[config.mk]
export PLATFORM = sky130hd
export DESIGN_NAME = elev_ctrl
export DESIGN_NICKNAME = d
export VERILOG_FILES = /design/src/rtl/elev_pkg.sv /design/src/rtl/elev_req_bank.sv /design/src/rtl/elev_pool_split.sv /design/src/rtl/elev_dwell_timer.sv /design/src/rtl/elev_ctrl.sv
export SDC_FILE = /design/constraint.sdc
export NUM_CORES = 1
export LEC_CHECK = 0
export BUFFER_PORTS_ARGS = -buffer_cell sky130_fd_sc_hd__clkbuf_2
export CAP_MARGIN = 20
export CORE_ASPECT_RATIO = 0.75
export CORE_MARGIN = 8
export CORE_UTILIZATION = 30
export DETAILED_ROUTE_END_ITERATION = 6
export PLACE_DENSITY = 0.58
export REMOVE_ABC_BUFFERS = 1
export SLEW_MARGIN = 20
export SYNTH_ARGS = -nofsm -noshare
export SYNTH_HDL_FRONTEND = slang
export SYNTH_SLANG_ARGS = --single-unit
export TNS_END_PERCENT = 30
[constraint.sdc]
create_clock -name clk -period 2.4 [get_ports clk]
set_input_delay 0.6 -clock clk [delete_from_list [all_inputs] [get_ports clk]]
set_output_delay 0.6 -clock clk [all_outputs]
set_load 0.01 [all_outputs]
[src/rtl/elev_pkg.sv]
package elev_pkg;
  typedef enum logic [2:0] {
    ST_HOME   = 3'd0,
    ST_FIND   = 3'd1,
    ST_ASSIGN = 3'd2,
    ST_DWELL  = 3'd3,
    ST_TRAVEL = 3'd4
  } car_state_e;
endpackage

[src/rtl/elev_req_bank.sv]
module elev_req_bank #(
  parameter int NUM_FLOORS = 5
) (
  input  logic                  clk,
  input  logic                  rst_n,
  input  logic [NUM_FLOORS-1:0] set_i,
  input  logic [NUM_FLOORS-1:0] clr_i,
  output logic [NUM_FLOORS-1:0] q_o
);
  // one set/clear latch per floor, set has priority
  for (genvar g = 0; g < NUM_FLOORS; g++) begin : g_bit
    always_ff @(posedge clk or negedge rst_n) begin
      if (!rst_n)          q_o[g] <= 1'b0;
      else if (set_i[g])   q_o[g] <= 1'b1;
      else if (clr_i[g])   q_o[g] <= 1'b0;
    end
  end


  set_priority_chk: assert property (@(posedge clk) disable iff (!rst_n)
    (|set_i) |=> ((q_o & $past(set_i)) == $past(set_i)));


  hold_chk: assert property (@(posedge clk) disable iff (!rst_n)
    (set_i == '0 && clr_i == '0) |=> $stable(q_o));
endmodule

[src/rtl/elev_pool_split.sv]
module elev_pool_split #(
  parameter int NUM_FLOORS = 5,
  parameter int FW         = 3
) (
  input  logic [NUM_FLOORS-1:0] req_i,
  input  logic [FW-1:0]         cur_i,
  input  logic                  up_i,
  output logic [NUM_FLOORS-1:0] active_o,
  output logic [NUM_FLOORS-1:0] deferred_o
);
  for (genvar g = 0; g < NUM_FLOORS; g++) begin : g_floor
    localparam logic [FW-1:0] FLOOR = FW'(g);
    logic ahead;
    assign ahead         = up_i ? (FLOOR >= cur_i) : (FLOOR <= cur_i);
    assign active_o[g]   = req_i[g] &  ahead;
    assign deferred_o[g] = req_i[g] & ~ahead;
  end
endmodule

[src/rtl/elev_dwell_timer.sv]
module elev_dwell_timer #(
  parameter int DWELL_CYCLES = 8
) (
  input  logic clk,
  input  logic rst_n,
  input  logic run_i,
  output logic done_o
);
  localparam int CW = $clog2(DWELL_CYCLES + 1);
  localparam logic [CW-1:0] LAST = CW'(DWELL_CYCLES - 1);

  logic [CW-1:0] cnt_q;

  assign done_o = run_i && (cnt_q == LAST);

  always_ff @(posedge clk or negedge rst_n) begin
    if (!rst_n)       cnt_q <= '0;
    else if (!run_i)  cnt_q <= '0;
    else if (!done_o) cnt_q <= cnt_q + 1'b1;
  end
endmodule

[src/rtl/elev_ctrl.sv]
module elev_ctrl #(
  parameter int NUM_FLOORS   = 5,
  parameter int DWELL_CYCLES = 8,
  localparam int FW = (NUM_FLOORS > 1) ? $clog2(NUM_FLOORS) : 1
) (
  input  logic                  clk,
  input  logic                  rst_n,
  input  logic [NUM_FLOORS-1:0] hall_call,
  input  logic [NUM_FLOORS-1:0] car_call,
  input  logic [FW-1:0]         floor_pos,
  output logic                  motor_on,
  output logic                  motor_up,
  output logic [FW-1:0]         next_floor
);
  import elev_pkg::*;

  localparam logic [FW-1:0] TOP_FLOOR = FW'(NUM_FLOORS - 1);

  car_state_e state_q, state_d;
  logic [FW-1:0] idx_q, idx_d;
  logic [FW-1:0] tgt_q, tgt_d;
  logic [FW-1:0] cur_q, cur_d;
  logic          dir_q, dir_d;

  logic [NUM_FLOORS-1:0] hall_q, car_q, req_all, clr_vec;
  logic [NUM_FLOORS-1:0] active_v, deferred_v;
  logic [FW-1:0]         scan_floor;
  logic                  last_idx, hit, arrive, dwell_done;

  elev_req_bank #(.NUM_FLOORS(NUM_FLOORS)) u_hall (
    .clk(clk), .rst_n(rst_n), .set_i(hall_call), .clr_i(clr_vec), .q_o(hall_q));

  elev_req_bank #(.NUM_FLOORS(NUM_FLOORS)) u_car (
    .clk(clk), .rst_n(rst_n), .set_i(car_call), .clr_i(clr_vec), .q_o(car_q));

  assign req_all = hall_q | car_q;

  elev_pool_split #(.NUM_FLOORS(NUM_FLOORS), .FW(FW)) u_pool (
    .req_i(req_all), .cur_i(cur_q), .up_i(dir_q),
    .active_o(active_v), .deferred_o(deferred_v));

  elev_dwell_timer #(.DWELL_CYCLES(DWELL_CYCLES)) u_dwell (
    .clk(clk), .rst_n(rst_n), .run_i(state_q == ST_DWELL), .done_o(dwell_done));

  // scan order follows the direction: ascending when up, descending when down
  assign scan_floor = dir_q ? idx_q : (TOP_FLOOR - idx_q);
  assign last_idx   = (idx_q == TOP_FLOOR);
  assign hit        = active_v[scan_floor];

  assign arrive  = ((state_q == ST_ASSIGN) && (tgt_q == cur_q)) ||
                   ((state_q == ST_TRAVEL) && (floor_pos == tgt_q));
  assign clr_vec = arrive ? (NUM_FLOORS'(1) << tgt_q) : '0;

  always_comb begin
    state_d = state_q;
    idx_d   = idx_q;
    tgt_d   = tgt_q;
    cur_d   = cur_q;
    dir_d   = dir_q;
    unique case (state_q)
      ST_HOME: begin
        tgt_d = cur_q;
        if (|req_all) begin
          state_d = ST_FIND;
          idx_d   = '0;
        end
      end
      ST_FIND: begin
        if (hit) begin
          tgt_d   = scan_floor;
          state_d = ST_ASSIGN;
        end else if (last_idx) begin
          idx_d = '0;
          if (|req_all) dir_d   = ~dir_q;
          else          state_d = ST_HOME;
        end else begin
          idx_d = idx_q + 1'b1;
        end
      end
      ST_ASSIGN: state_d = (tgt_q == cur_q) ? ST_DWELL : ST_TRAVEL;
      ST_TRAVEL: begin
        if (floor_pos == tgt_q) begin
          cur_d   = tgt_q;
          state_d = ST_DWELL;
        end
      end
      ST_DWELL: begin
        if (dwell_done) begin
          state_d = ST_FIND;
          idx_d   = '0;
        end
      end
      default: state_d = ST_HOME;
    endcase
  end

  always_ff @(posedge clk or negedge rst_n) begin
    if (!rst_n) begin
      state_q <= ST_HOME;
      idx_q   <= '0;
      tgt_q   <= '0;
      cur_q   <= '0;
      dir_q   <= 1'b0;
    end else begin
      state_q <= state_d;
      idx_q   <= idx_d;
      tgt_q   <= tgt_d;
      cur_q   <= cur_d;
      dir_q   <= dir_d;
    end
  end

  assign motor_on   = (state_q == ST_TRAVEL);
  assign motor_up   = dir_q;
  assign next_floor = (state_q == ST_HOME) ? cur_q : tgt_q;

  // checker state: cycles since the last arrival, saturating
  localparam int GW = $clog2(DWELL_CYCLES + 2);
  localparam logic [GW-1:0] GAP_SAT = GW'(DWELL_CYCLES + 1);
  logic [GW-1:0] gap_q;
  always_ff @(posedge clk or negedge rst_n) begin
    if (!rst_n)               gap_q <= GAP_SAT;
    else if (arrive)          gap_q <= '0;
    else if (gap_q != GAP_SAT) gap_q <= gap_q + 1'b1;
  end


  pools_disjoint_chk: assert property (@(posedge clk) disable iff (!rst_n)
    ((active_v & deferred_v) == '0) && ((active_v | deferred_v) == req_all));


  reverse_chk: assert property (@(posedge clk) disable iff (!rst_n)
    (state_q == ST_FIND && !hit && last_idx && (|req_all)) |=> (dir_q != $past(dir_q)));


  travel_dir_chk: assert property (@(posedge clk) disable iff (!rst_n)
    (state_q == ST_TRAVEL) |-> (motor_up == (tgt_q > cur_q)));


  arrive_stop_chk: assert property (@(posedge clk) disable iff (!rst_n)
    (motor_on && floor_pos == next_floor) |=> !motor_on);


  dwell_gap_chk: assert property (@(posedge clk) disable iff (!rst_n)
    $rose(motor_on) |-> (gap_q >= GW'(DWELL_CYCLES)));
endmodule

==> results of run 1 <==
## flip-flops by register name (all words and copies together) (netlist names)
name and cells:
cur_q 3, idx_q 3, motor_up 1, state_q 3, tgt_q 3, u_car.q_o 5
u_dwell.cnt_q 4, u_hall.q_o 5
## through the flow
step / cell area, um^2 / setup slack [ps] / hold WS [ps] / total power [uW] / util, %
2_1_floorplan: 1580 / -163 / 304 / 1360 / -
3_3_place_gp: 1910 / 56.8 / 460 / 1770 / 35.8
3_5_place_dp: 1910 / 3.94 / 466 / 1790 / 35.8
4_1_cts: 1960 / 13.4 / 380 / 2080 / 36.8
5_1_grt: 1960 / 8.14 / 419 / 2260 / 36.9
6_report: 1960 / 95.4 / 354 / 2090 / 36.9
## kinds of logic after synthesis
logic type	after synthesis
xor+xnor	9
buf+inv	16
mux	8
flops	27
simple gates	69
compound gates	46
fa+ha+maj	4
## where the power goes
part / internal [uW] / total (uW) / switching (uW)
clock network: 117 / 273 / 156
registers: 547 / 655 / 107
logic: 545 / 1160 / 616
## routing by layer
| metal | GRT usage [%] | vias to the layer above | routed length [um] |
|---|---|---|---|
| met4 | 1.33 | 0 | 14 |
| li1 | - | 711 | - |
| met2 | 14.9 | 31 | 1680 |
| met1 | 16.5 | 690 | 2240 |
| met3 | 2.85 | 3 | 195 |
| met5 | 0 | - | 0 |
## layout make-up
type                    count  area share (%)
multi-input cells         136            46.0
flip-flops and latches     27            34.4
repair buffers             37            11.7
well taps                  75            4.78
clock buffers               3            2.10
inverters                   4           0.765
clock inverters             1           0.255
## layout by cell type (no fill, tap or decap), types with 2 or more instances in the layout
cell type  Yosys  routed
o21ai_1        1       2
nand4_1        2       2
ha_1           4       4
nor2b_1        3       2
a211oi_1       2       2
nand3_1        9       9
nand2_1       12      12
o22ai_1        2       2
mux2_2         7       6
buf_4          0      18
clkbuf_8       0       3
a21oi_1        4       4
nand3b_1       3       3
xnor2_1        5       5
o21ai_0        8       7
a21o_1        11      11
a31oi_1        2       2
dfrtp_1       27      27
a221o_1        3       3
nor3_1        10      10
nand2b_1       2       2
inv_1          4       3
clkbuf_2       0      19
xor2_1         4       4
nor2_1        21      21
## timing repair
item,in CTS,in global routing
pin swaps,0,3
gates cloned,0,0
setup endpoints to repair,1,4
resized for setup,1,5
## final timing paths
| check | startpoint | to | cells past startpoint |
|---|---|---|---|
| worst max register to register | cur_q[0] | tgt_q[0] | 7 |
| worst min-delay path | rst_n | u_dwell.cnt_q[0] | 1 |
| worst min register to register | u_hall.q_o[1] | u_hall.q_o[1] | 1 |
| min in group clk | u_hall.q_o[1] | u_hall.q_o[1] | 1 |
| max in group asynchronous | rst_n | u_hall.q_o[4] | 1 |
| worst max-delay path | cur_q[0] | tgt_q[0] | 7 |
==> results.md, run 1 <==
* Status: completed
* Yosys cell types at 46
* Vias per std cell at 5.07
* Commonest cells post-synth: 27 x dfrtp_1, 21 x nor2_1, 12 x nand2_1
* Final setup vio count at 0
* Worst-Margin Slew at 723 ps
* Vias in the first global route at 1421
* Crit path DAT at 2480 ps
* Final hold vios at 0
* Placed cell count at 279
* Clock Skews at 7.23 ps
* Normalized max-slew margin at 51.8%
* DRT iter0 DRCs at 83
* Inserted Diodes at 0
* Most frequent cell after synthesis: dfrtp_1
* Buffers on Ports at 19
* Post-CTS Hold Fix Bufs at 0
* Xor and xnor area share after synthesis at 4.80%
* Buffers & Inverters on Critical Path at 1
* Core box area at 0.00532 mm^2
* Worst R2R Setup Slack at 100 ps
* First-pass DRT Iterations at 4
* Clock slew at reported path FFs at 100 ps
* Residual DRC at 0
* HP Class: input pin to asynchronous set/reset pin
* Synthesized flop and latch total at 27
* Nets at 228
* Max Buffers Root-to-Sink at 2
* First-pass GRT wire length at 7030 um
* H-tree levels at 1
* Initial core utilization at 30.9%
* CTS buffer count at 3
* Max Cap Viol at 0
* Post-CTS setup buffer count at 0
* Crit. End Element: register
* Post-Synth Simple-Gate Area at 20.6%
* Post-Route WL at 4130 um
* Max incr delay on CP at 410 ps
* Max Transition Viols Final at 0
* Multiplexer share of the synthesized area at 5.41%
* Congestion Overflow GR at 0
* Ys async rst share at 100%
* Seq/Total Area, Yosys at 41.1%
* Synth area leaders: dfrtp_1 41%, a21o_1 5.0%, mux2_2 4.8%, nor2_1 4.8%, ha_1 3.0%
* Fin crit period at 2300 ps
* GRT Total Usage at 10.8%
* Largest net degree at the start of global routing at 28
* Ys Warns at 0
* Die Area at 0.00812 mm^2
* Overall die height at 80.1 um
* CTS root buf: clkbuf_8
* Syn Inst Count at 179
* Share of post-route cells with drive strength above 1 at 25.5%
* Area Growth Syn to Fin at 19.5%
* Synth area leader: dfrtp_1
* Non-filler cells, final at 283
* FF/Latch Area at 676 um^2
* CP top delay family: compound AO/OA/AOI/OAI gates
* Kind of start point of the critical path: register
* Post-synthesis cell area at 0.00164 mm^2
* Max Freq at 434 MHz
* Critical Path RT at 2580 ps
* Power Dens Cells at 1060 mW/mm^2
* Vias at 1435
* Antenna Violating Nets Remaining at 0
* Lkg Pwr at 0.000831 uW
* Synth Area in Adders at 3.05%
* CP Max Fanout at 8
* Predominant post-synthesis flop cell: dfrtp_1
* TritonCTS clock tree: yes
* Sum Neg Setup Slack at 0 ps
* Setup Crit Path Kind: register to register
* Crit-path cells: buf_4 > o31a_1 > nor3_1 > a211oi_1 > a2111o_1 > a311o_1 > a221o_1
* Post-DP HPWL at 3060 um
* CTS sink cnt at 27
* Io pins at 20
* WL/cell at 14.6 um
* Clock latency on the worst-skew pair at 280 ps
* Peak VDD IR at 0.527 mV
* Combinational family with the most area after synthesis: simple AND/OR/NAND/NOR gates
* Initial antenna violation count at 0
* CP max stage cell: dfrtp_1
* Synth Area in Compound Gates at 20.5%
* Multi-input gate area at 902 um^2
* Final Cycle Share at 96.0%
* Yosys top cell area share at 41.1%
* RD Place Congestion at 0.744
* Die W at 101 um
* RSZ-0062 raised after global routing: no
* Post-synth EDFFs at 0
* Filler cell count at 545
* Syn Area/Cell at 9.18 um^2
* Row count at 23
No activity file was read; power rests on OpenSTA's default activity.
==> run 2, diff against run 1 <==
- CORE_UTILIZATION: 30 -> 52
- PLACE_DENSITY: 0.58 -> 0.85
==> results.md, run 2 (synthesized netlist as in run 1, its figures left out) <==
* Status: completed
* Max Buffers Root-to-Sink at 2
* Util after Layout at 63.8%
* Final hold vios at 0
* Most common cell after layout, fill and taps aside: dfrtp_1
* Clock slew at reported path FFs at 100 ps
* CTS buffer count at 3
* CP Max Fanout at 5
* Setup Crit Path Kind: register to register
* Buffers on Ports at 19
* Clock latency on the worst-skew pair at 280 ps
* DRT iter0 DRCs at 85
* Peak VDD IR at 0.541 mV
* Normalized max-slew margin at 55.1%
* Residual DRC at 0
* Inserted Diodes at 0
* Post-DP HPWL at 3140 um
* Critical Path RT at 2570 ps
* Hold WS at 337 ps
* Clk pwr share at 12.7%
* First-pass GRT wire length at 6760 um
* Vias at 1485
* Share of post-route cells with drive strength above 1 at 23.8%
* H-tree levels at 1
* Congestion Overflow GR at 0
* Initial antenna violation count at 0
* Row count at 17
* Net Sw Frac at 42.5%
* Final Cycle Share at 98.0%
* Clock Skews at 10.8 ps
* Most frequent cells in the layout: 27 x dfrtp_1, 21 x nor2_1, 19 x clkbuf_2, 16 x buf_4, 12 x nand2_1
* Largest registers: u_car.q_o: 5 flops, u_hall.q_o: 5 flops, u_dwell.cnt_q: 4 flops
* GRT Total Usage at 16.1%
* Antenna Violating Nets Remaining at 0
* Sw Pwr at 877 uW
* Crit path DAT at 2520 ps
* Filler cell count at 252
* Post-CTS Hold Fix Bufs at 0
* Max Cap Viol at 0
* Power Dens Cells at 1090 mW/mm^2
* Sum Neg Setup Slack at 0 ps
* HP Class: input pin to asynchronous set/reset pin
* WL/cell at 17.0 um
* Vias per std cell at 6.09
* Largest net degree at the start of global routing at 28
* Power share of the sequential group at 34.0%
* CTS sink cnt at 27
* Worst-Margin Slew at 673 ps
* Fin crit period at 2350 ps
* Overall die height at 64.7 um
* Vias in the first global route at 1493
* Non-filler cells, final at 244
* Max Freq at 425 MHz
* CTS root buf: clkbuf_8
* Initial core utilization at 55.2%
* Core box area at 0.00298 mm^2
* Max Transition Viols Final at 0
* RD Place Congestion at 0.870
* Area Growth Syn to Fin at 15.7%
* First-pass DRT Iterations at 5
* Nets at 226
* Lkg Pwr at 0.000818 uW
* Final setup vio count at 0
* Post-Route WL at 4150 um
* Kind of start point of the critical path: register
* Placed cell count at 239
* Io pins at 20
* TritonCTS clock tree: yes
* Die W at 80.9 um
* Crit. End Element: register
* Gate power share at 53.3%
* Die Area at 0.00523 mm^2
* Int Power at 1190 uW
## run 2: power groups by stage
stage          clock network [uW]  registers (uW)  logic, uW
6_report                      262             701       1100
5_1_grt                       277             715       1210
3_5_place_dp                    0             702       1050
4_1_cts                       266             692       1070
2_1_floorplan                   0             700        665
3_3_place_gp                    0             688        999
## run 2: final timing paths
check                        startpoint           end  slack (ps)  depth (start not counted)
max in group asynchronous         rst_n  u_car.q_o[4]        1620                          1
hold / removal                    rst_n      idx_q[2]         340                          1
hold reg to reg            u_car.q_o[2]  u_car.q_o[2]         490                          1
setup reg to reg               idx_q[0]      tgt_q[0]          50                          6
setup / recovery               idx_q[0]      tgt_q[0]          50                          6
min in group clk           u_car.q_o[2]  u_car.q_o[2]         490                          1
## run 2: area by class of cell
class / instances / area [um^2] / area share [%]
Timing Repair Buffer: 35 / 215 / 11.3
Multi-Input combinational cell: 136 / 902 / 47.5
Clock buffer: 4 / 45.0 / 2.37
Sequential cell: 27 / 676 / 35.5
Tap cell: 38 / 47.5 / 2.50
Inverter: 4 / 15.0 / 0.790
## run 2: worst max-delay path, cell delays in order (launching register included)
cell,delay (ps)
dfrtp_1,360
inv_1,70
ha_1,310
mux2_4,300
or4_4,520
a311o_1,390
a221o_1,290
## run 2: what timing repair did
item	in CTS	in global routing
setup buffers	1	0
pin swaps	2	1
setup endpoints to repair	2	2
gates resized for setup	0	3
gates cloned	0	0
## run 2: per-layer routing
metal	global-route usage [%]	wire, um	part of all wire (%)	up-vias
met5	0	0	0	-
met1	21.0	1790	43	712
met2	25.8	2030	49	60
li1	-	-	-	705
met3	3.72	274	6.6	8
met4	5.33	58	1.4	0
## run 2: through the flow
stage	total power, uW	cell area, um^2	setup WS, ps
floorplan	1360	1580	-163
detailed placement	1750	1840	-10.7
global placement	1690	1840	68.8
CTS	2020	1890	50.8
global route	2200	1900	-20.4
finish	2060	1900	48.9
